$ cat src/rtl/mealy_miter_pkg.sv
package mealy_miter_pkg;

  localparam int SEL_W = 3;

  typedef enum logic [2:0] {
    ST_A = 3'd0,
    ST_B = 3'd1,
    ST_C = 3'd2,
    ST_D = 3'd3,
    ST_E = 3'd4,
    ST_F = 3'd5
  } full_st_t;

  typedef enum logic [1:0] {
    CL_AC = 2'd0,
    CL_E  = 2'd1,
    CL_BD = 2'd2,
    CL_F  = 2'd3
  } cls_t;

  // Start-select decode; unused codes fall back to A.
  function automatic full_st_t decode_sel(input logic [SEL_W-1:0] code);
    case (code)
      3'd1:    return ST_B;
      3'd2:    return ST_C;
      3'd3:    return ST_D;
      3'd4:    return ST_E;
      3'd5:    return ST_F;
      default: return ST_A;
    endcase
  endfunction

  function automatic cls_t class_of(input full_st_t s);
    case (s)
      ST_A, ST_C: return CL_AC;
      ST_B, ST_D: return CL_BD;
      ST_E:       return CL_E;
      default:    return CL_F;
    endcase
  endfunction

endpackage

$ cat src/rtl/full_fsm.sv
module full_fsm
  import mealy_miter_pkg::*;
(
  input  logic             clk,
  input  logic             rst,
  input  logic [SEL_W-1:0] start_code,
  input  logic             step,
  input  logic             x,
  output logic             z
);

  full_st_t st_q, st_d;
  logic     z_c;

  always_comb begin
    st_d = st_q;
    z_c  = 1'b0;
    case (st_q)
      ST_A: begin st_d = x ? ST_D : ST_E; z_c = x; end
      ST_B: begin st_d = x ? ST_D : ST_F; z_c = 1'b0; end
      ST_C: begin st_d = x ? ST_B : ST_E; z_c = x; end
      ST_D: begin st_d = x ? ST_B : ST_F; z_c = 1'b0; end
      ST_E: begin st_d = x ? ST_F : ST_C; z_c = x; end
      ST_F: begin st_d = x ? ST_C : ST_B; z_c = 1'b0; end
      default: begin st_d = ST_A; z_c = 1'b0; end
    endcase
  end

  always_ff @(posedge clk) begin
    if (rst)       st_q <= decode_sel(start_code);
    else if (step) st_q <= st_d;
  end

  assign z = z_c;

  // no accepted bit, no state change
  a_r7_full_idle_hold: assert property (@(posedge clk) disable iff (rst)
    !step |=> $stable(st_q));

  // state stays inside the six legal codes
  a_r2_full_legal: assert property (@(posedge clk) disable iff (rst)
    step |=> (st_q <= ST_F));

endmodule

$ cat src/rtl/class_fsm.sv
module class_fsm
  import mealy_miter_pkg::*;
(
  input  logic             clk,
  input  logic             rst,
  input  logic [SEL_W-1:0] start_code,
  input  logic             step,
  input  logic             x,
  output logic             z
);

  cls_t cl_q, cl_d;
  logic z_c;

  always_comb begin
    cl_d = cl_q;
    z_c  = 1'b0;
    case (cl_q)
      CL_AC: begin cl_d = x ? CL_BD : CL_E;  z_c = x; end
      CL_E:  begin cl_d = x ? CL_F  : CL_AC; z_c = x; end
      CL_BD: begin cl_d = x ? CL_BD : CL_F;  z_c = 1'b0; end
      default: begin cl_d = x ? CL_AC : CL_BD; z_c = 1'b0; end
    endcase
  end

  always_ff @(posedge clk) begin
    if (rst)       cl_q <= class_of(decode_sel(start_code));
    else if (step) cl_q <= cl_d;
  end

  assign z = z_c;

  // no accepted bit, no class change
  a_r7_class_idle_hold: assert property (@(posedge clk) disable iff (rst)
    !step |=> $stable(cl_q));

  // the class holding B and D returns to itself on a one with output 0
  a_r3_bd_self_loop: assert property (@(posedge clk) disable iff (rst)
    (step && x && cl_q == CL_BD) |=> (cl_q == CL_BD));

endmodule

$ cat src/rtl/miter_track.sv
module miter_track #(
  parameter int CNT_W = 3
) (
  input  logic             clk,
  input  logic             rst,
  input  logic             step,
  input  logic             z_a,
  input  logic             z_b,
  output logic             mismatch,
  output logic             err,
  output logic [CNT_W-1:0] first_idx
);

  localparam logic [CNT_W-1:0] CNT_MAX = {CNT_W{1'b1}};

  logic [CNT_W-1:0] cnt_q;
  logic [CNT_W-1:0] idx_q;
  logic             err_q;

  assign mismatch = step & (z_a ^ z_b);

  always_ff @(posedge clk) begin
    if (rst) begin
      cnt_q <= '0;
      idx_q <= '0;
      err_q <= 1'b0;
    end else begin
      if (step && cnt_q != CNT_MAX) cnt_q <= cnt_q + 1'b1;
      if (mismatch && !err_q) begin
        err_q <= 1'b1;
        idx_q <= cnt_q;
      end
    end
  end

  assign err       = err_q;
  assign first_idx = idx_q;

  // the flag sets after a mismatch and never drops
  a_r5_sets_on_mismatch: assert property (@(posedge clk) disable iff (rst)
    mismatch |=> err_q);
  a_r5_sticky: assert property (@(posedge clk) disable iff (rst)
    err_q |=> err_q);

  // index frozen once the flag is up, count saturates
  a_r6_idx_frozen: assert property (@(posedge clk) disable iff (rst)
    err_q |=> $stable(idx_q));
  a_r6_cnt_saturates: assert property (@(posedge clk) disable iff (rst)
    (cnt_q == CNT_MAX) |=> (cnt_q == CNT_MAX));

  // no accepted bit, no mismatch and no count change
  a_r4_quiet_when_idle: assert property (@(posedge clk) disable iff (rst)
    !step |-> !mismatch);
  a_r7_cnt_idle_hold: assert property (@(posedge clk) disable iff (rst)
    !step |=> $stable(cnt_q));

endmodule

$ cat src/rtl/mealy_miter.sv
module mealy_miter
  import mealy_miter_pkg::*;
#(
  parameter int CNT_W = 3
) (
  input  logic             clk,
  input  logic             rst,
  input  logic [2:0]       sel_a,
  input  logic [2:0]       sel_b,
  input  logic             in_valid,
  output logic             in_ready,
  input  logic             in_bit,
  output logic             z_a,
  output logic             z_b,
  output logic             mismatch,
  output logic             err_flag,
  output logic [CNT_W-1:0] first_idx
);

  logic step;

  assign in_ready = ~rst;
  assign step     = in_valid & in_ready;

  full_fsm u_full (
    .clk        (clk),
    .rst        (rst),
    .start_code (sel_a),
    .step       (step),
    .x          (in_bit),
    .z          (z_a)
  );

  class_fsm u_class (
    .clk        (clk),
    .rst        (rst),
    .start_code (sel_b),
    .step       (step),
    .x          (in_bit),
    .z          (z_b)
  );

  miter_track #(.CNT_W(CNT_W)) u_track (
    .clk       (clk),
    .rst       (rst),
    .step      (step),
    .z_a       (z_a),
    .z_b       (z_b),
    .mismatch  (mismatch),
    .err       (err_flag),
    .first_idx (first_idx)
  );

  // flags are clear on the edge after reset
  a_r1_clear_after_reset: assert property (@(posedge clk)
    rst |=> (!err_flag && first_idx == '0));

endmodule

$ cat config.mk
export PLATFORM = sky130hd
export DESIGN_NAME = mealy_miter
export DESIGN_NICKNAME = d
export VERILOG_FILES = /design/src/rtl/mealy_miter_pkg.sv /design/src/rtl/full_fsm.sv /design/src/rtl/class_fsm.sv /design/src/rtl/miter_track.sv /design/src/rtl/mealy_miter.sv
export SDC_FILE = /design/constraint.sdc
export NUM_CORES = 1
export LEC_CHECK = 0
export ABC_AREA = 1
export CAP_MARGIN = 20
export CORE_MARGIN = 4
export CORE_UTILIZATION = 35
export DETAILED_ROUTE_END_ITERATION = 7
export PLACE_DENSITY = 0.64
export SYNTH_ARGS = -nofsm -noshare
export SYNTH_HDL_FRONTEND = slang
export SYNTH_SLANG_ARGS = --single-unit
$ cat constraint.sdc
create_clock -name clk -period 1.12 [get_ports clk]
set_input_delay 0.168 -clock clk [delete_from_list [all_inputs] [get_ports clk]]
set_output_delay 0.168 -clock clk [all_outputs]
set_load 0.05 [all_outputs]
==> qor.yml <==
status: "complete, but fails checks"
violations: "setup timing"
num-nets-final: 138
routed-via-count: 702
leakagePower_uw: 0.000537
crit_fanout: 3
cpLargestDelayFamily: "flip-flops"
holdCritPathClass: "input port to register"
yosysWarnings: 0
drt-initial-drc-count: 16
finalWorstSetupSlack_ps: -338
async_flop_share_pct: 0
synth.most_common_cell: "nand2_1"
hp-start: "rst"
post-synth-top-area-fraction_pct: 22.6
slew_violations: 0
period_needed_ps: 1460
clock_latency_ps: 270
place_area_mm2: 0.00106
rsz0062_at_grt: "true"
path_buf_inv: 1
grt_antenna_before_repair: 0
synthTopCellsByCount: "nand2_1, inv_1, nor2_1, dfxtp_1"
seq_area_frac_synth_pct: 43.7
grt_max_degree: 8
cpPeakStageDelay_ps: 440
critPathLaunch: "u_full.st_q[0]"
setup-tns-final_ps: -1470
cts_buffers: 3
die_x_um: 51.6
fmax_ghz: 0.686
cts_sinks: 12
peakVddDrop_mv: 0.748
slew_headroom_pct: 82.3
reg2reg_from: "u_full.st_q[0]"
cp_slowest_cell: "edfxtp_1"
synth_cells: 85
die_h_um: 51.6
finClkSkew_ps: 3.10
drc_errors: 0
detail-route-antenna-nets: 0
yosysTopAreaCell: "edfxtp_1"
path_class: "register to output pin"
grt_pass1_wl_um: 2940
ys_ff_latch: 12
cp.arrival_ps: 1290
stdcell_area_mm2: 0.00122
syn-num-nets: 97
synth-edff-count: 5
setup_viol: 11
ctsRootBufferMaster: "clkbuf_4"
synth_area_um2: 664
fin_crit_sh_pct: 130
htreeDepth: 1
core_mm2: 0.00176
crit_required_ps: 950
cts_tree: "done"
pwr_density_cell_mw_per_mm2: 1070
hpwl_um: 1320
ctsHoldBuffers: 0
antenna-diode-count: 0
ys.flop_type: "dfxtp_1"
gp_congestion: 0.771
wl_um: 1810
syn_to_final_growth_pct: 83.4
grt_pass1_vias: 714
drive_above_1_share_pct: 48.8
cts.clk_slew.worst_paths_ps: 70
track_usage_pct: 14.9
drt_first_pass_iters: 5
gr-total-overflow: 0
maxCapViolations: 0
tightest_slew_ps: 265
syn_avg_cell_area_um2: 7.82
cts_max_path_buffers: 2
start_util_pct: 37.7
finalHoldViolations: 0
synth.distinct_cells: 21
routedWlPerCell_um: 12.0
critical_path.cell_chain: "nor2_4 > nand2_2 > nand2_4 > nand2_2 > nor2_4 > buf_12"
synth_area_leaders: "edfxtp_1, dfxtp_1, nand2_1"
port-buffer-count: 17
viasPerCell: 4.68
io_pins: 18
num_rows: 15
worstSetupStartpointType: "register"
crit_path_end_kind: "output pin"
die_area_mm2: 0.00266
post-route-util_pct: 69.1
## tightest hold or removal path, stage by stage
cell	delay (ps)
dlygate4sd2_1	310
buf_4	160
a21oi_2	30
## layout by cell type, fill, tap and decap left out, types with 4 or more instances in the layout
cell type / netlist / final
nor2_4: 1 / 4
nand2_1: 18 / 15
inv_1: 13 / 8
buf_4: 0 / 18
nor2_1: 13 / 8
inv_2: 1 / 5
edfxtp_1: 5 / 5
clkdlybuf4s50_1: 0 / 7
dfxtp_1: 7 / 4
buf_12: 0 / 8
## cells by family after synthesis
logic type,after synthesis,synth area share (%)
AO/OA/AOI/OAI,15,13.6
adder cells (fa/ha/maj),2,3.77
buffers and inverters,15,9.98
flip-flops,12,43.7
AND/OR/NAND/NOR,41,29.0
## per-stage QoR
step,worst slack [ps],instances,hold slack [ps],total power (uW)
after detailed placement,-400,139,511,954
final,-338,150,437,1310
after CTS,-353,147,395,1290
after floorplan,-91.6,85,230,746
after global placement,-364,139,496,943
after global routing,-410,150,423,1390
## cell type report
type | count | area (um2)
clock buffer | 4 | 26.3
fill | 161 | 546
inverter | 14 | 56.3
multi-input combinational | 58 | 405
sequential | 12 | 294
tap | 25 | 31.3
timing repair buffer | 37 | 405
## timing repair
item / in CTS / in global routing
gates cloned: 0 / 0
endpoints found under the setup margin: 13 / 14
gates resized for setup: 20 / 7
buffers inserted: 4 / 3
pin swaps: 5 / 4
## per-layer routing
layer / GRT usage, % / part of all wire [%]
met5: 0 / 0
met2: 29.4 / 54
met4: 7.86 / 2.7
met1: 14.4 / 38
met3: 2.29 / 4.5
## flip-flops by register name, summed over array words and instances, names as in the netlist
signal,flops
u_full.st_q,3
u_track.err,1
u_class.cl_q,2
u_track.cnt_q,3
u_track.first_idx,3
## power breakdown
group          leakage (uW)  switching, uW  internal (uW)
Sequential         0.000111           33.4            501
Combinational      0.000412            250            247
Clock             0.0000150            138            138
Total              0.000537            421            886
## worst paths after layout
| path | depth (start not counted) | slack [ps] | end |
|---|---|---|---|
| hold reg to reg | 4 | 560 | u_track.first_idx[0] |
| setup / recovery | 6 | -340 | mismatch |
| setup reg to reg | 8 | -130 | u_track.first_idx[2] |
| hold / removal | 3 | 440 | u_track.err |
Note: power is estimated with default switching activity, not from simulation.
